$ cat src/rtl/ycc_rgb_matrix.sv
module ycc_rgb_matrix #(
  parameter int PIX_W     = 8,
  parameter int COEF_W    = 13,
  parameter int COEF_FRAC = 10,
  parameter int OFS_W     = 22,
  parameter int OFS_FRAC  = 12
) (
  input  logic             clk,
  input  logic             rst_n,
  input  logic             reg_wr,
  input  logic [2:0]       reg_idx,
  input  logic [31:0]      reg_wdata,
  output logic [31:0]      reg_rdata,
  input  logic             frame_start,
  input  logic             conv_en,
  input  logic             s_valid,
  output logic             s_ready,
  input  logic [PIX_W-1:0] s_y,
  input  logic [PIX_W-1:0] s_cb,
  input  logic [PIX_W-1:0] s_cr,
  output logic             m_valid,
  input  logic             m_ready,
  output logic [PIX_W-1:0] m_r,
  output logic [PIX_W-1:0] m_g,
  output logic [PIX_W-1:0] m_b
);
  localparam int PROD_W = COEF_W + PIX_W + 1;
  localparam int SHIFT  = OFS_FRAC - COEF_FRAC;
  localparam int ACC_W  = PROD_W + SHIFT + 3;
  localparam int RES_W  = ACC_W - OFS_FRAC;
  localparam logic signed [ACC_W-1:0] HALF = ACC_W'(2 ** (OFS_FRAC - 1));

  function automatic logic [31:0] dflt(input int i);
    case (i)
      0: return 32'h0000_04A8;
      1: return 32'h04A8_0662;
      2: return 32'h1CBF_1E6F;
      3: return 32'h0812_04A8;
      4: return 32'h0000_0000;
      5: return 32'h0032_1168;
      6: return 32'h0008_77CF;
      default: return 32'h002E_B127;
    endcase
  endfunction

  logic [31:0] stg [8];
  logic signed [COEF_W-1:0] cf_act [9];
  logic signed [OFS_W-1:0] ofs_act [3];
  logic en_act;

  assign reg_rdata = stg[reg_idx];

  always_ff @(posedge clk or negedge rst_n) begin
    if (!rst_n) begin
      for (int i = 0; i < 8; i++) stg[i] <= dflt(i);
      for (int k = 0; k < 9; k++)
        cf_act[k] <= (k % 2 == 1) ? dflt(k / 2)[16 +: COEF_W] : dflt(k / 2)[0 +: COEF_W];
      for (int c = 0; c < 3; c++) ofs_act[c] <= dflt(5 + c)[OFS_W-1:0];
      en_act <= 1'b0;
    end else begin
      if (reg_wr) stg[reg_idx] <= (reg_idx == 3'd4) ? {16'h0, reg_wdata[15:0]} : reg_wdata;
      if (frame_start) begin
        for (int k = 0; k < 9; k++)
          cf_act[k] <= (k % 2 == 1) ? stg[k / 2][16 +: COEF_W] : stg[k / 2][0 +: COEF_W];
        for (int c = 0; c < 3; c++) ofs_act[c] <= stg[5 + c][OFS_W-1:0];
        en_act <= conv_en;
      end
    end
  end

  logic adv;
  assign adv     = !m_valid || m_ready;
  assign s_ready = adv;

  logic [PIX_W-1:0] pin [3];
  assign pin[0] = s_y;
  assign pin[1] = s_cb;
  assign pin[2] = s_cr;

  logic v1, v2, byp1, byp2;
  logic [PIX_W-1:0] raw1 [3];
  logic [PIX_W-1:0] raw2 [3];
  logic [PIX_W-1:0] out3 [3];
  logic signed [PROD_W-1:0] prod1 [9];
  logic signed [OFS_W-1:0]  ofs1 [3];
  logic signed [ACC_W-1:0]  acc2 [3];
  logic signed [RES_W-1:0]  res [3];

  always_ff @(posedge clk or negedge rst_n) begin
    if (!rst_n) begin
      v1 <= 1'b0;
      v2 <= 1'b0;
      m_valid <= 1'b0;
    end else if (adv) begin
      v1 <= s_valid;
      v2 <= v1;
      m_valid <= v2;
    end
  end

  always_ff @(posedge clk) begin
    if (adv) begin
      byp1 <= !en_act;
      for (int k = 0; k < 9; k++) prod1[k] <= cf_act[k] * $signed({1'b0, pin[k % 3]});
      for (int c = 0; c < 3; c++) begin
        raw1[c] <= pin[c];
        ofs1[c] <= ofs_act[c];
      end
      byp2 <= byp1;
      for (int c = 0; c < 3; c++) begin
        raw2[c] <= raw1[c];
        acc2[c] <= ((ACC_W'(prod1[3*c]) + ACC_W'(prod1[3*c+1]) + ACC_W'(prod1[3*c+2])) <<< SHIFT)
                   + ACC_W'(ofs1[c]) + HALF;
      end
      for (int c = 0; c < 3; c++) begin
        if (byp2)                        out3[c] <= raw2[c];
        else if (res[c][RES_W-1])        out3[c] <= '0;
        else if (|res[c][RES_W-2:PIX_W]) out3[c] <= '1;
        else                             out3[c] <= res[c][PIX_W-1:0];
      end
    end
  end

  always_comb
    for (int c = 0; c < 3; c++) res[c] = RES_W'(acc2[c] >>> OFS_FRAC);

  assign m_r = out3[0];
  assign m_g = out3[1];
  assign m_b = out3[2];
endmodule

$ cat config.mk
export PLATFORM = sky130hd
export DESIGN_NAME = ycc_rgb_matrix
export DESIGN_NICKNAME = d
export VERILOG_FILES = /design/src/rtl/ycc_rgb_matrix.sv
export SDC_FILE = /design/constraint.sdc
export NUM_CORES = 2
export LEC_CHECK = 0
export BUFFER_PORTS_ARGS = -buffer_cell sky130_fd_sc_hd__buf_4
export CORE_MARGIN = 3
export CORE_UTILIZATION = 40
export CTS_BUF_LIST = sky130_fd_sc_hd__clkbuf_16
export DETAILED_ROUTE_END_ITERATION = 8
export SLEW_MARGIN = 20
export SYNTH_ARGS = -nofsm -noshare
export SYNTH_HDL_FRONTEND = slang
export SYNTH_SLANG_ARGS = --single-unit
$ cat constraint.sdc
create_clock -name clk -period 16 [get_ports clk]
set_clock_uncertainty 0.05 [all_clocks]
set_input_delay 1.6 -clock clk [delete_from_list [all_inputs] [get_ports clk]]
set_output_delay 1.6 -clock clk [all_outputs]
set_load 0.02 [all_outputs]
* Word-level counts from Yosys, hierarchy flattened
Memories as Yosys holds them, arrays and structs flattened.
Index checks and enable logic that the tools add are counted.
** Storage, ports and cells
- Register bits after elaboration :: 445
- RAM bits :: 417
- Input bits :: 66
- Output and inout bits :: 58
- Logic and storage cells :: 136
- Memories :: 6
** Cells by class
- $add $sub $neg :: 12
- $mul :: 9
- $lt $le $gt $ge :: 2
- Eq/ne operators :: 1
- Multiplexer cells :: 63
- Bitwise operators :: 10
- Reduce and logical (&&, ||, !) cells :: 7
** Memories
- prod1 :: depth 9, bits a word 22, rd ports 9, clocked after Yosys merged registers in 0, write ports 9, line 84 : logic signed [PROD_W-1:0] prod1 [9];
- acc2 :: depth 3, bits a word 27, rd ports 3, clocked after Yosys merged registers in 0, write ports 3, line 86 : logic signed [ACC_W-1:0] acc2 [3];
- ofs1 :: depth 3, bits a word 22, rd ports 3, clocked after Yosys merged registers in 0, write ports 3, line 85 : logic signed [OFS_W-1:0] ofs1 [3];
- out3 :: depth 3, bits a word 8, rd ports 3, clocked after Yosys merged registers in 0, write ports 3, line 83 : logic [PIX_W-1:0] out3 [3];
- raw1 :: depth 3, bits a word 8, rd ports 3, clocked after Yosys merged registers in 0, write ports 3, line 81 : logic [PIX_W-1:0] raw1 [3];
- raw2 :: depth 3, bits a word 8, rd ports 3, clocked after Yosys merged registers in 0, write ports 3, line 82 : logic [PIX_W-1:0] raw2 [3];
** Operator list (number)
- $bwmux 256 :: 1
- $mul 13x9->22 :: 9
- $mux 32 :: 4
- $bmux 32 s3 :: 1
- $demux 32 s3 :: 1
- $add 26x22->27 :: 3
- $add 27x13->27 const B :: 3
- $add 23x22->24 :: 3
- $mux 8 :: 9
- $add 22x22->23 :: 3
- $mux 1 :: 47
- $reduce_or 6->1 :: 3
- $or 1x1->1 :: 9
- $ge 4x4->1 const B :: 1
- $lt 4x1->1 const B :: 1
- $not 3->4 :: 1
- $eq 3x3->1 const B :: 1
- $logic_not 1->1 :: 2
- $logic_and 1x1->1 :: 1
- $logic_or 1x1->1 :: 1

* Logic depth before layout (Yosys ltp)
- Word-level depth :: 8
- Mapped depth :: 25
- Mapped depth without buffers :: 25

* Least setup slack after synthesis
No wires, ideal clock.
- Path kind :: input to register
- Start :: input m_ready
- End :: memory out3[0][0] (data pin)
- Setup time :: 268 ps
- Arrival :: 11583 ps
- Required time :: 15682 ps
- Path slack :: 4099 ps
- Cell stages on the path :: 6
- Buffers on the path :: 2
- Cell sequence :: nand2b_1 nand2b_1 clkbuf_1 buf_1 nand2_1 o31ai_1
** RTL lines
- start, declared :: line 22 : input logic m_ready,
- end, declared :: line 83

==> reports/qor.csv <==
stage,metric,value,unit
run_status,outcome,"finished, final reports clean",
routing,drt wl/cell,20.6,um
die,Die Ht,430,um
setup_path,depth of the most critical reg-to-reg path,22,
synthesis,Syn Inst Count,6623,
final_layout,Non-Filler Instances,9075,
sta,final setup vio count,0,
placement,dpl hpwl,145000,um
sta,Worst slew margin,0.280,
hold_path,Hold Crit Endpoint,raw2[0][21],
routing,router iterations before antenna repair,5,
sta,Period minus WS final,6.01,ns
sta,worst-margin pin slew,1.08,ns
die,Placeable Area,0.177,sq mm
synthesis,number of synthesized register bits,814,
sta,highest clock rate,0.166,GHz
setup_path,critical path's top delay family,adder cells,
clocking,# H-tree levels,3,
final_layout,P&R area growth vs syn,8.97,%
die,Die Wd,430,um
hold_path,WHS Path Cells,0,
setup_path,CP Class,in -> reg,
routing,Starting DRT DRC Count,2824,
clocking,clock buffer depth,3,
synthesis,Cell variety after synth,90,
setup_path,Buf/Inv on CP,4,
clocking,"Reg clk slew, reported paths",0.06,ns
clocking,root buffer cell,clkbuf_16,
routing,Vias/cell,5.10,
setup_path,CP peak stage delay,0.57,ns
setup_path,Worst R2R Setup Slack,10.11,ns
synthesis,ys async rst share,0.537,
clocking,clock sink total,814,
synthesis,"EDFF count, synth",377,
synthesis,"Cell Area, Synth",0.0719,sq mm
routing,final wirelength,187000,um
setup_path,critical-path cell list,buf_4 -> nand2_1 -> fa_1 -> inv_1 -> fa_1 -> inv_1 -> fa_1 -> inv_1 -> fa_1 -> ha_1 -> a21o_1 -> a21o_1 -> a21oi_1 -> a31oi_1 -> a2111oi_2 -> o21bai_1 -> a21oi_1 -> xnor2_1,
synthesis,syn avg cell area,10.9,sq um
setup_path,RR Startpoint,prod1[0][155],
clocking,postcts setup bufs,0,
setup_path,"Top cell by count, worst path",fa_1,
synthesis,synthesis warning total,0,
final_layout,most frequent cells in the layout,"inv_1 (1312), fa_1 (825), nand2_1 (632)",
sta,slack of the critical path,9.99,ns
clocking,CTS tree,done,
die,Initial Utilization,0.405,
setup_path,Reg-to-Reg End,acc2[0][80],
global_routing,grt ovf,0,
placement,count of input and output buffers,123,
sta,Pins Over Slew Limit,0,
setup_path,Worst Setup End Kind,flop,
clocking,clock latency at the later pin of the worst-skew pair,0.73,ns
setup_path,critical path's slowest cell,fa_1,
run,Max-Cap Viols,0,
final_layout,ratio of cells with drive above 1 in the final layout,0.138,
sta,"Period Utilization, post-route",0.376,
sta,Final Hold Fails,0,
hold_path,Min-Delay Path Class,reg -> reg,
clocking,post-CTS sizing,0,
synthesis,syn nets,8111,
routing,DRC,0,
routing,DRT antenna net count,0,
placement,DP Worst Slack,9.31,ns
synthesis,top_reg_cell synth,edfxtp_1,
clocking,CTS buffer count,95,
die,num rows,154,
setup_path,critical path arrival,6.38,ns
final_layout,Final Net Count,8133,
die,die area,0.185,sq mm
die,I/O Pins,124,
sta,RSZ-0062 raised after global routing,no,
global_routing,GRT Util Overall,0.207,
synthesis,register area share after synthesis,0.312,
setup_path,Setup crit start kind,input pin,
clocking,cts hold-fix bufs,0,
setup_path,Worst EP required,16.37,ns
placement,RePlAce Congestion,0.867,
final_layout,"most common cell after layout, fill and taps aside",inv_1,
sta,TNS Setup,0,ns
global_routing,antenna violations before repair,18,
routing,via count,46300,
global_routing,first-pass GRT wire length,294000,um
hold_path,Worst Hold Launch,raw1[0][21],
global_routing,pin count of the biggest net entering global routing,151,
global_routing,vias in the first global route,48700,
placement,DP Cell Count,8888,
setup_path,Crit Path Max Fanout,40,
-- how the worst max path moves through the flow --
stage            start             to  slack [ns]  cells past startpoint
5_1_grt        s_cb[0]   prod1[0][43]        9.63                     18
4_1_cts        s_cb[0]   prod1[0][43]       10.01                     18
3_5_place_dp   s_cb[0]  prod1[0][175]        9.31                     18
3_3_place_gp   s_cb[0]  prod1[0][109]        9.39                     18
6_report       s_cb[0]   prod1[0][43]        9.99                     18
2_1_floorplan  m_ready     out3[0][0]        4.10                      6
-- cell type report --
class / count / area, sq um
fillers: 16600 / 99100
multi-input cells: 4298 / 43800
diodes: 7 / 17.5
flip-flops and latches: 814 / 22400
clock inverters: 84 / 781
well taps: 2340 / 2930
repair buffers: 145 / 1130
inverters: 1291 / 4850
clock buffers: 96 / 2400
-- registers in the layout, indices dropped and copies added (netlist names) --
register  cells
acc2         45
byp1          1
byp2          1
cf_act      117
en_act        1
m_valid       1
ofs1         60
ofs_act      60
out3         24
prod1       198
raw1         24
raw2         24
stg         256
v1            1
v2            1
-- per-stage QoR --
step           hold slack (ns)   util  cell area (sq um)
4_1_cts                  0.369  0.442              78400
2_1_floorplan            0.350      -              71900
3_3_place_gp             0.350  0.424              75200
3_5_place_dp             0.355  0.424              75200
6_report                 0.370  0.442              78400
5_1_grt                  0.371  0.442              78400
-- layer usage --
metal | wire, um | global-route usage | share of wire
met1 | 81200 | 0.276 | 0.43
met2 | 91200 | 0.350 | 0.49
met3 | 8250 | 0.0256 | 0.044
met4 | 6570 | 0.0653 | 0.035
met5 | 52 | 0 | 0.00028
-- cell usage after synthesis, types with 19 or more instances --
master	instances	share of area
o31ai_1	38	0.0040
xnor2_1	192	0.023
and2_1	532	0.046
o21ai_0	164	0.011
inv_1	1291	0.067
a21o_1	87	0.0091
dfstp_2	142	0.052
mux2_2	355	0.056
a21oi_1	132	0.0092
o21a_1	32	0.0033
o21bai_1	21	0.0022
clkbuf_1	200	0.010
mux4_2	64	0.020
nand2_1	634	0.033
nand2b_1	29	0.0025
ha_1	597	0.10
fa_1	825	0.23
nor2b_1	42	0.0037
xor2_1	57	0.0069
nand3_1	21	0.0015
o21ai_1	32	0.0022
dfrtp_1	295	0.10
nor3_1	39	0.0027
edfxtp_1	377	0.16
a21oi_2	19	0.0023
nor2_1	180	0.0094
-- logic make-up (layout without fill, tap and decap cells) --
| family | after synthesis | in the layout | share of synthesized area |
|---|---|---|---|
| AOI/OAI and AO/OA | 656 | 656 | 0.0630 |
| xor gates and xnor gates | 249 | 249 | 0.0303 |
| adders and majority gates | 1422 | 1422 | 0.334 |
| buffers and inverters | 1511 | 1616 | 0.0790 |
| DFF | 814 | 814 | 0.312 |
| muxes | 421 | 421 | 0.0759 |
| other | 0 | 7 | 0 |
| and+or+nand+nor | 1550 | 1550 | 0.106 |
Power is not shown: default switching activity piles up to over one toggle a cycle in this logic, so the estimate is an artifact.
